[config.mk]
export PLATFORM = sky130hd
export DESIGN_NAME = flagseq_ctrl
export DESIGN_NICKNAME = d
export VERILOG_FILES = /design/src/rtl/flagseq_pkg.sv /design/src/rtl/flagseq_next.sv /design/src/rtl/flagseq_decode.sv /design/src/rtl/flagseq_datapath.sv /design/src/rtl/flagseq_ctrl.sv
export SDC_FILE = /design/constraint.sdc
export NUM_CORES = 1
export LEC_CHECK = 0
export BUFFER_PORTS_ARGS = -buffer_cell sky130_fd_sc_hd__buf_2
export CAP_MARGIN = 15
export CORE_AREA = 2 2 39 41
export CTS_CLUSTER_DIAMETER = 60
export DETAILED_ROUTE_END_ITERATION = 10
export DIE_AREA = 0 0 41 43
export GPL_ROUTABILITY_DRIVEN = 1
export PLACE_DENSITY = 0.46
export SETUP_SLACK_MARGIN = 0.4
export SLEW_MARGIN = 20
export SYNTH_ARGS = -nofsm -noshare
export SYNTH_HDL_FRONTEND = slang
export SYNTH_SLANG_ARGS = --single-unit
[constraint.sdc]
create_clock -name clk -period 1.1 [get_ports clk]
set_input_delay 0.055 -clock clk [delete_from_list [all_inputs] [get_ports clk]]
set_output_delay 0.055 -clock clk [all_outputs]
set_load 0.02 [all_outputs]
[src/rtl/flagseq_pkg.sv]
package flagseq_pkg;
  typedef enum logic [1:0] {
    ST_IDLE  = 2'b00,
    ST_COUNT = 2'b01,
    ST_STOP  = 2'b11
  } fs_state_t;

  localparam int unsigned N_STATES = 3;
endpackage

[src/rtl/flagseq_next.sv]
module flagseq_next
  import flagseq_pkg::*;
(
  input  fs_state_t cur_state,
  input  logic      start,
  input  logic      steer_bit,
  input  logic      stop_bit,
  output fs_state_t nxt_state
);
  // Next-state selection, one arm per present state.
  always_comb begin
    nxt_state = ST_IDLE;
    case (cur_state)
      ST_IDLE:  nxt_state = start ? ST_COUNT : ST_IDLE;
      ST_COUNT: nxt_state = (steer_bit && stop_bit) ? ST_STOP : ST_COUNT;
      ST_STOP:  nxt_state = ST_IDLE;
      default:  nxt_state = ST_IDLE;
    endcase
  end
endmodule

[src/rtl/flagseq_decode.sv]
module flagseq_decode
  import flagseq_pkg::*;
(
  input  fs_state_t             cur_state,
  output logic [N_STATES-1:0]   state_oh
);
  localparam fs_state_t CODES [N_STATES] = '{ST_IDLE, ST_COUNT, ST_STOP};

  for (genvar i = 0; i < N_STATES; i++) begin : g_dec
    assign state_oh[i] = (cur_state == CODES[i]);
  end
endmodule

[src/rtl/flagseq_datapath.sv]
module flagseq_datapath #(
  parameter int unsigned CNT_W = 4
) (
  input  logic             clk,
  input  logic             rst,
  input  logic             clr,
  input  logic             inc,
  input  logic             set_f,
  output logic [CNT_W-1:0] count,
  output logic             e_flag,
  output logic             f_flag
);
  localparam int unsigned STEER_IDX = CNT_W - 2;

  always_ff @(posedge clk) begin
    if (rst) begin
      count  <= '0;
      e_flag <= 1'b0;
      f_flag <= 1'b0;
    end else begin
      if (clr) begin
        count  <= '0;
        f_flag <= 1'b0;
      end else if (inc) begin
        count  <= count + 1'b1;
        e_flag <= count[STEER_IDX];
      end
      if (set_f) f_flag <= 1'b1;
    end
  end
endmodule

[src/rtl/flagseq_ctrl.sv]
module flagseq_ctrl
  import flagseq_pkg::*;
#(
  parameter int unsigned CNT_W = 4
) (
  input  logic             clk,
  input  logic             rst,
  input  logic             start,
  output logic [CNT_W-1:0] count_o,
  output logic             e_o,
  output logic             f_o,
  output logic             busy_o,
  output logic [2:0]       state_oh_o
);
  localparam int unsigned STEER_IDX = CNT_W - 2;
  localparam int unsigned STOP_IDX  = CNT_W - 1;

  fs_state_t          state_q, state_d;
  logic [N_STATES-1:0] oh;
  logic [CNT_W-1:0]   cnt;

  flagseq_next u_next (
    .cur_state (state_q),
    .start     (start),
    .steer_bit (cnt[STEER_IDX]),
    .stop_bit  (cnt[STOP_IDX]),
    .nxt_state (state_d)
  );

  always_ff @(posedge clk) begin
    if (rst) state_q <= ST_IDLE;
    else     state_q <= state_d;
  end

  flagseq_decode u_dec (
    .cur_state (state_q),
    .state_oh  (oh)
  );

  flagseq_datapath #(.CNT_W(CNT_W)) u_dp (
    .clk    (clk),
    .rst    (rst),
    .clr    (oh[0] & start),
    .inc    (oh[1]),
    .set_f  (oh[2]),
    .count  (cnt),
    .e_flag (e_o),
    .f_flag (f_o)
  );

  assign count_o    = cnt;
  assign state_oh_o = oh;
  assign busy_o     = ~oh[0];
endmodule

# [Word-level counts from Yosys, hierarchy flattened]
# Cells that the tools add are included.
# W data, S select, Z words.
[word_totals] register_bits=8 input_bits=3 out_inout_bits=10 wordCells=20
[classes] addsub=1 n_eq_ne=2 mux=5 bitwise=3 reduce_logical=5
[op_table] op="$add A4 B1 Y4 const B" n=1
[op_table] op="$pmux W2 S2" n=1
[op_table] op="$mux W1" n=3
[op_table] op="$eq A2 B1 Y1 const B" n=1
[op_table] op="$eq A2 B2 Y1 const B" n=1
[op_table] op="$logic_not A2 Y1" n=1
[op_table] op="$mux W2" n=1
[op_table] op="$not A1 Y1" n=2
[op_table] op="$reduce_and A2 Y1" n=1
[op_table] op="$reduce_bool A2 Y1" n=1
[op_table] op="$reduce_or A2 Y1" n=1
[op_table] op="$and A1 B1 Y1" n=1
[op_table] op="$logic_and A1 B1 Y1" n=1

# [Longest topological paths before layout]
# Gate-level depths: netlist of run 1.
[logic_depth] depth_word=4 mapped_depth=4 mapped_depth_nobuf=4

# [Cells and area by module]
# Synthesis of run 1 repeated with hierarchy kept, for this count alone.
[unflattened] hier_cells=34 area_unflattened_um2=339.1
[by_module_without_submodules] mod="flagseq_datapath" instances=1 cells_each=23 area_per_inst_um2=236.5 seq_area_each_um2=120.1
[by_module_without_submodules] mod="flagseq_ctrl" instances=1 cells_each=6 area_per_inst_um2=62.6 seq_area_each_um2=40.0
[by_module_without_submodules] mod="flagseq_decode" instances=1 cells_each=3 area_per_inst_um2=20.0 seq_area_each_um2=0.0
[by_module_without_submodules] mod="flagseq_next" instances=1 cells_each=2 area_per_inst_um2=20.0 seq_area_each_um2=0.0

# [Worst setup path after synthesis of run 1]
# No wires, ideal clock.
[synth_timing] path_type="register to register" start="reg state_q[0]" end="reg u_dp.f_flag" setup_ps=124 t_arrival_ps=1018 required_ps=976 path_slack_ps=-42 stages_incl_launch_ff=4 n_path_buf=0 synth_period_minus_slack_ps=1142 path_cell_list="dfxtp_1 > nor2_1 > a21o_1 > o22ai_1"
[synth_via] elab_chain_len=3 word_cells_on_any_way=5 cone_classes="eq/ne (1); mux (1); bitwise (1); reduce/logical (2)"
[synth_rtl] item="start: declaration" line="flagseq_ctrl.sv:18" rtl="fs_state_t state_q, state_d;"
[synth_rtl] item="start signal: assignment" line="flagseq_ctrl.sv:32" rtl="else state_q <= state_d;"
[synth_rtl] item="$logic_not A2 Y1" line="flagseq_decode.sv:10" rtl="assign state_oh[i] = (cur_state == CODES[i]);"
[synth_rtl] item="via state_oh_o[0]" line="flagseq_ctrl.sv:13" rtl="output logic [2:0] state_oh_o"
[synth_rtl] item="$and A1 B1 Y1" line="flagseq_ctrl.sv:43" rtl=".clr (oh[0] & start),"
[synth_rtl] item="$reduce_bool A2 Y1 (no source line)"
[synth_rtl] item="end signal: assignment" line="flagseq_datapath.sv:19" rtl="f_flag <= 1'b0;"
[synth_rtl] item="end signal: assignment" line="flagseq_datapath.sv:23" rtl="f_flag <= 1'b0;"
[synth_rtl] item="end signal: assignment" line="flagseq_datapath.sv:28" rtl="if (set_f) f_flag <= 1'b1;"
[synth_rtl] item="end: declaration" line="flagseq_datapath.sv:11" rtl="output logic f_flag"
# The timed path passes the listed nets, and every way through them passes these cells.
# A chain may end at the register's enable or synchronous reset.

# [Final worst setup path of run 1]
[layout_timing] start="reg state_q[1]" end="reg u_dp.count[3]"
[layout_via] elab_chain_len=3 word_cells_on_any_way=4 cone_classes="eq/ne (1); bitwise (1); reduce/logical (2)"
[layout_rtl] item="$logic_not A2 Y1" line="flagseq_decode.sv:10"
[layout_rtl] item="$and A1 B1 Y1" line="flagseq_ctrl.sv:43"
[layout_rtl] item="$reduce_or A2 Y1 (no source line)"
[layout_rtl] item="end signal: assignment" line="flagseq_datapath.sv:25" rtl="count <= count + 1'b1;"
[layout_rtl] item="end: declaration" line="flagseq_datapath.sv:9" rtl="output logic [CNT_W-1:0] count,"
# Several ways; a longest one is shown, not always the timed one.

==> results by group, run 1 <==
Run status
  • Outcome: completed

Setup path
  • Worst-case register-to-register setup slack: about 0.021 ns
  • Critical path launch point type: flop
  • Worst R2R Path Depth: 3
  • Reg2Reg Launch Point: state_q[1]
  • CP required: 1.29 ns
  • Critical Path AT: between 1 and 1.5 ns
  • Setup CP Type: flop to flop
  • Reg2reg end: u_dp.count[3]
  • Crit path launch: state_q[1]
  • Crit. End Element: flop
  • Crit path max fanout: 5

Synth
  • Post-synthesis sequential area ratio: around 47%
  • Simple-gate portion of the synthesized area: between 20% and 30%
  • Yosys cell types: 17
  • Largest family of logic cells by synthesized area: simple AND/OR/NAND/NOR gates
  • Syn. warnings: 0
  • Synth Area in XOR/XNOR: ~5%
  • Multiplexer area fraction after synthesis: 0%
  • Register bit count reported by yosys: 8
  • Avg Cell Area, Syn: about 8.6 sq um
  • Synthesized area: approximately 340 sq um
  • Synth Area in Adders: 3.65%
  • Synth Instances: 40
  • Compound-Gate Fraction of Synth Area: 9.85%
  • Synthesized Nets: 44

CTS
  • Htree depth: 1
  • CTS tree: built
  • Clock transition at path regs: ~0.060 ns
  • Root buf cell: clkbuf_4
  • Clock Sinks: 8
  • Clock Tree Buf Depth: 2
  • Clock Latency Late Sink: between 0.2 and 0.3 ns
  • Cts hold-fix bufs: 0
  • Total CTS buffers: 3

Hold path
  • Hold path endpoint: u_dp.e_flag
  • Hold depth: 2
  • Hold Startpoint: rst
  • Worst hold path class: input pin to flop

Drt
  • Drt initial violations: 2
  • Routed wire length: ~950 microns
  • Routed met1 length: 389 microns
  • Via Count: roughly 350
  • Antenna viol nets, final: 0
  • Vias per inst: 4.56
  • Residual DRC: 0
  • Met3 WL: about 55 microns
  • Wire per inst: 12.3 microns
  • Top Metal Used: met4
  • DR WL met2: approximately 500 microns
  • Drt first pass iters: 4

Timing
  • Max Freq: roughly 900 MHz
  • Skew final: 0.00155 ns
  • Period utilization: a little over nine tenths
  • WHS: about 0.042 ns
  • Setup violators final: 0
  • Final hold vios: 0
  • Slew @ Worst Pin: between 0.15 and 0.2 ns
  • Final number of max-transition violations: 0
  • Headroom to the max-slew limit: 89.2%
  • Min cycle time layout: around 1.1 ns
  • RSZ-0062 raised after global routing: yes

Layout
  • Ant diodes: 0
  • Fillers: 139
  • Final #Nets: 66
  • Fraction of layout cells with a size suffix above 1: between 70% and 80%
  • P&R area growth vs syn: 87.2%
  • Final Cell Area: between 600 and 700 sq um

Floorplanning
  • I/O pin count: 13
  • DIE WIDTH: just over 40 microns
  • Initial Util: between 20% and 30%
  • DIE AREA: 1760 sq um
  • FP Rows: 14
  • Die Y: between 40 and 50 microns
  • Core area: roughly 1400 sq um

Placement
  • Post-Place Cell Area: about 420 sq um
  • Detail Placement HPWL: 520 microns
  • IO Port Bufs: 12
  • Gpl congestion: slightly below 0.7

Pwr
  • Pwr per Cell Area: about 1000 nW/um^2
  • Total Power: 673 uW
  • Pleak: between 0.2 and 0.3 nW
  • Worst vdd ir: roughly 0.00053 V

Flow run
  • MaxCap Viol Count: 0

Global route
  • Via count of the first global-routing pass: 276
  • GRT Total Usage: roughly 11%
  • Largest net degree at the start of global routing: 6
  • Grt ovf: 0
  • Initial antenna violation count: 0
  • First-pass GRT wire length: 1170 microns
[power breakdown]
group          switching (mW)  internal, mW
clock                   0.107         0.139
sequential             0.0121         0.291
combinational          0.0564        0.0679
total                   0.175         0.498
[routing by layer]
metal,track usage [%],up-vias
li1,-,171
met1,12.0,167
met2,14.1,11
met3,6.28,2
met4,12.0,0
met5,0,-
[kinds of logic (layout without fill, tap and decap cells)]
kind of cell,after synthesis,count (layout)
simple gates,15,15
flops,8,8
compound gates,6,6
buf+inv,8,29
xor+xnor,2,2
fa+ha+maj,1,1
[layout by cell type, fill, tap and decap left out]
cell type / instances
a21oi_1: 1
dfxtp_2: 3
nor3b_2: 1
nor2_1: 2
ha_4: 1
or3_1: 1
nand3b_1: 2
nand2_2: 1
buf_4: 6
a21o_4: 1
nand2b_4: 1
buf_2: 3
inv_2: 1
dfxtp_4: 4
buf_6: 12
a21oi_2: 2
xnor2_2: 1
clkbuf_4: 3
dfxtp_1: 1
nor3_1: 1
inv_4: 1
nor2_2: 1
inv_1: 2
nand2_1: 4
xor2_1: 1
o22ai_2: 1
o21ai_0: 1
clkbuf_1: 1
nor2_4: 1
[critical path, stage by stage, from the launching register on]
cell,delay [ns]
dfxtp_4,0.36
nand3b_1,0.20
or3_1,0.34
a21oi_1,0.12
[synthesized netlist by cell type]
master	n	area share [%]
nand3b_1	2	4.4
buf_4	4	8.8
nor3b_1	1	2.2
dfxtp_1	8	47
ha_1	1	3.6
inv_1	4	4.4
nor2_1	4	4.4
a21o_1	1	2.2
nand2b_1	1	1.8
or3_1	1	1.8
o21ai_0	1	1.5
a21oi_1	3	4.4
xnor2_1	1	2.6
nand2_1	5	5.5
xor2_1	1	2.6
o22ai_1	1	1.8
nor3_1	1	1.5
[cell type report]
| cell class | instances | area [sq um] | area share (%) |
|---|---|---|---|
| multi-input cells | 24 | 204 | 31.8 |
| repair buffers | 21 | 195 | 30.4 |
| flip-flops and latches | 8 | 179 | 27.9 |
| clock buffers | 4 | 26.3 | 4.09 |
| well taps | 16 | 20.0 | 3.12 |
| inverters | 4 | 17.5 | 2.73 |
[metrics by stage]
step / std cells / utilization (%) / setup TNS (ns) / setup slack [ns]
after global placement: 65 / 30.2 / 0 / 0.0845
after floorplan: 40 / - / 0 / 0.104
after CTS: 75 / 40.7 / 0 / 0.0540
after global routing: 77 / 46.4 / -0.0449 / -0.0449
after detailed placement: 65 / 30.2 / 0 / 0.0787
final: 77 / 46.4 / 0 / 0.0212
[repair_timing]
action | 4_1_cts | 5_1_grt
pin swaps | 4 | 5
resized for setup | 23 | 14
endpoints found under the setup margin | 17 | 18
buffers inserted | 6 | 2
[registers in the layout, summed over array words and instances, names as in the netlist]
signal       flops
state_q          2
u_dp.count       4
u_dp.e_flag      1
u_dp.f_flag      1
[worst max path at each step]
stage                          endpoint  slack (ns)  cells after the start
after floorplan           u_dp.count[3]        0.10                      3
after global routing      u_dp.count[3]       -0.04                      3
final                     u_dp.count[3]        0.02                      3
after CTS                 u_dp.count[3]        0.05                      3
after detailed placement  u_dp.count[3]        0.08                      3
after global placement    u_dp.count[3]        0.08                      3
(Power assumes the default switching activity.)
==> run 2, diff against run 1 <==
- CTS_BUF_LIST: not set -> sky130_fd_sc_hd__clkbuf_2
- PLACE_DENSITY: 0.46 -> 0.44
- SYNTH_HIERARCHICAL: not set -> 1
- clock period: 1.1 -> 1.3 ns (I/O delays scaled with it)
==> run 2 against run 1 <==
  * Synthesized cell count down 15%
  * Die area unchanged
  * Fmax down 2.9%
  * Cell area down 22%
  * First-iteration DRC count down 100%
  * Largest cell class unchanged
  * Clock-buffer cell count down 1
  * Core utilization down 10 points
  * Routed wire length down 24%
  * Critical path depth up 1
  * Largest power group unchanged
==> results by group, run 2 <==
Run status
  • Outcome: completed (unchanged)

Timing
  • Period utilization: 85.4% (was 98.1%)
  • Skew final: 0.00567 ns (was 0.00155 ns)
  • RSZ-0062 raised after global routing: yes (unchanged)
  • Slew @ Worst Pin: 0.123 ns (was 0.161 ns)
  • Min cycle time layout: 1.11 ns (was 1.08 ns)
  • Headroom to the max-slew limit: 91.6% (was 89.2%)
  • Setup TNS Final: 0 ns (unchanged)
  • Final number of max-transition violations: 0 (unchanged)
  • WHS: 0.100 ns (was 0.0418 ns)
  • Setup violators final: 0 (unchanged)
  • Max Freq: 901 MHz (was 927 MHz)
  • Final hold vios: 0 (unchanged)

Synth
  • EDFF count, synth: 0 (unchanged)
  • Avg Cell Area, Syn: 9.97 sq um (was 8.57 sq um)
  • Commonest cells post-synth: dfxtp_1, nor2_1, nor2b_1, nor3_1 (was dfxtp_1, nand2_1, buf_4, inv_1, nor2_1)
  • Compound-Gate Fraction of Synth Area: 4.43% (was 9.85%)
  • Synth Flop Type: dfxtp_1 (unchanged)
  • Simple-gate portion of the synthesized area: 28.8% (was 21.5%)
  • Largest family of logic cells by synthesized area: simple AND/OR/NAND/NOR gates (unchanged)
  • Multiplexer area fraction after synthesis: 5.90% (was 0%)
  • Synth Area in XOR/XNOR: 7.75% (was 5.11%)
  • Synthesized area: 339 sq um (was 343 sq um)
  • Cell taking the most area after synthesis: dfxtp_1 (unchanged)
  • Syn. warnings: 6 (was 0)
  • Ys async rst share: 0% (unchanged)
  • Synthesized Nets: 38 (was 44)
  • Synth top area share: 47.2% (was 46.7%)
  • Synth Instances: 34 (was 40)
  • Synth Area in Adders: 3.69% (was 3.65%)
  • Synth top area cells: dfxtp_1, mux2i_1, nor2b_1 (was dfxtp_1, buf_4, nand2_1)
  • Yosys cell types: 18 (was 17)
  • Most common cell in the netlist: dfxtp_1 (unchanged)
  • Register bit count reported by yosys: 8 (unchanged)
  • Post-synthesis sequential area ratio: 47.2% (was 46.7%)

CTS
  • Root buf cell: clkbuf_2 (was clkbuf_4)
  • Clock Tree Buf Depth: 2 (unchanged)
  • Htree depth: 1 (unchanged)
  • Clock Sinks: 8 (unchanged)
  • Total CTS buffers: 3 (unchanged)
  • Clock Latency Late Sink: 0.24 ns (was 0.25 ns)
  • Clock transition at path regs: 0.08 ns (was 0.06 ns)
  • CTS tree: built (unchanged)

Setup path
  • Worst R2R Path Depth: 4 (was 3)
  • Critical path launch point type: flop (unchanged)
  • Critical Path AT: 1.25 ns (was 1.27 ns)
  • Reg2reg end: u_dp/e_flag (was u_dp.count[3])
  • Crit. End Element: flop (unchanged)
  • Setup CP Type: flop to flop (unchanged)
  • CP required: 1.43 ns (was 1.29 ns)
  • Crit path to: u_dp/e_flag (was u_dp.count[3])
  • Reg2Reg Launch Point: state_q[1] (unchanged)
  • Worst-case register-to-register setup slack: 0.19 ns (was 0.02 ns)
  • Crit path max fanout: 6 (was 5)
  • Crit path launch: state_q[1] (unchanged)

Floorplanning
  • Core area: 1380 sq um (unchanged)
  • DIE WIDTH: 41 microns (unchanged)
  • Initial Util: 24.5% (was 24.8%)
  • Die Y: 43 microns (unchanged)
  • FP Rows: 14 (unchanged)
  • I/O pin count: 13 (unchanged)
  • DIE AREA: 1760 sq um (unchanged)

Hold path
  • Worst hold path class: input pin to flop (unchanged)

Placement
  • Detail Placement HPWL: 512 microns (was 520 microns)
  • IO Port Bufs: 12 (unchanged)
  • Gpl congestion: 0.676 (was 0.686)

Layout
  • Commonest non-fill, non-tap cells in the layout: buf_2, dfxtp_2 (was buf_6, buf_4, nand2_1, dfxtp_4)
  • Final #Nets: 57 (was 66)
  • Largest register FFs: 4 (unchanged)
  • Ant diodes: 0 (unchanged)
  • Largest registers: u_dp/count (4), state_q (2) (was u_dp.count (4), state_q (2))
  • Fillers: 155 (was 139)
  • Most common cell after layout, fill and taps aside: buf_2 (was buf_6)
  • Fraction of layout cells with a size suffix above 1: 60.8% (was 72.1%)
  • P&R area growth vs syn: 48.0% (was 87.2%)
  • Largest Register: u_dp/count (was u_dp.count)

Drt
  • Routed wire length: 723 microns (was 947 microns)
  • Drt initial violations: 0 (was 2)
  • Antenna viol nets, final: 0 (unchanged)
  • Wire per inst: 10.8 microns (was 12.3 microns)
  • Via Count: 289 (was 351)
  • Vias per inst: 4.31 (was 4.56)
  • Residual DRC: 0 (unchanged)
  • Drt first pass iters: 1 (was 4)

Global route
  • Grt ovf: 0 (unchanged)
  • GRT Total Usage: 9.88% (was 11.3%)
  • Via count of the first global-routing pass: 257 (was 276)
  • Initial antenna violation count: 0 (unchanged)
  • First-pass GRT wire length: 1060 microns (was 1170 microns)
  • Largest net degree at the start of global routing: 9 (was 6)

Pwr
  • Worst vdd ir: 0.000388 V (was 0.000529 V)
  • Pwr per Cell Area: 972 nW/um^2 (was 1050 nW/um^2)
  • Total Power: 488 uW (was 673 uW)
  • Pleak: 0.236 nW (was 0.270 nW)

Flow run
  • MaxCap Viol Count: 0 (unchanged)
==> run 2: where the power goes <==
part / total [mW] / internal, mW / switching [mW]
registers: 0.258 / 0.250 / 0.00707
clock network: 0.150 / 0.0630 / 0.0868
logic: 0.0806 / 0.0397 / 0.0409
==> run 2: cell type report <==
| cell class | count | area (sq um) | share of cell area, % |
|---|---|---|---|
| repair buffers | 14 | 96.3 | 19.2 |
| well taps | 16 | 20.0 | 3.99 |
| multi-input cells | 24 | 194 | 38.7 |
| flip-flops and latches | 8 | 169 | 33.7 |
| clock buffers | 3 | 15.0 | 2.99 |
| inverters | 2 | 7.51 | 1.50 |
==> run 2: worst max-delay path: stages, from the launching register on <==
cell     delay (ns)
dfxtp_2        0.35
and2b_4        0.29
nor2b_4        0.15
mux2i_1        0.18
nor2_1         0.05
==> run 2: what timing repair did <==
item | 4_1_cts | 5_1_grt
pin swaps | 2 | 3
hold buffers | 0 | 0
setup buffers | 2 | 0
resized for setup | 9 | 1
setup endpoints to repair | 11 | 11
==> run 2: logic make-up (layout without fill, tap and decap cells) <==
logic type      Yosys count  count (layout)
compound gates            2               2
xor+xnor                  3               3
fa+ha+maj                 1               1
buf+inv                   2              19
flops                     8               8
mux                       2               2
simple gates             16              16
==> run 2: layer usage <==
layer | wire [microns] | global-route usage [%]
met5 | 0 | 0
met1 | 339 | 13.4
met2 | 342 | 11.3
met3 | 37 | 3.14
met4 | 4 | 10.0
==> run 2: through the flow <==
stage / setup WS [ns] / std cells / utilization [%] / area (sq um)
2_1_floorplan: 0.182 / 34 / - / 367
3_3_place_gp: 0.196 / 62 / 32.3 / 447
3_5_place_dp: 0.184 / 62 / 32.3 / 447
4_1_cts: 0.183 / 67 / 36.1 / 499
5_1_grt: 0.141 / 67 / 36.3 / 502
6_report: 0.190 / 67 / 36.3 / 502
==> run 2: worst min-delay path by stage <==
| stage | slack, ns | start | depth (start not counted) | endpoint |
|---|---|---|---|---|
| after floorplan | 0.13 | rst | 1 | state_q[0] |
| after global placement | 0.35 | rst | 2 | state_q[0] |
| after detailed placement | 0.35 | rst | 2 | state_q[1] |
| after CTS | 0.09 | rst | 2 | u_dp/count[3] |
| after global routing | 0.09 | rst | 2 | u_dp/count[3] |
| final | 0.10 | rst | 2 | u_dp/count[3] |
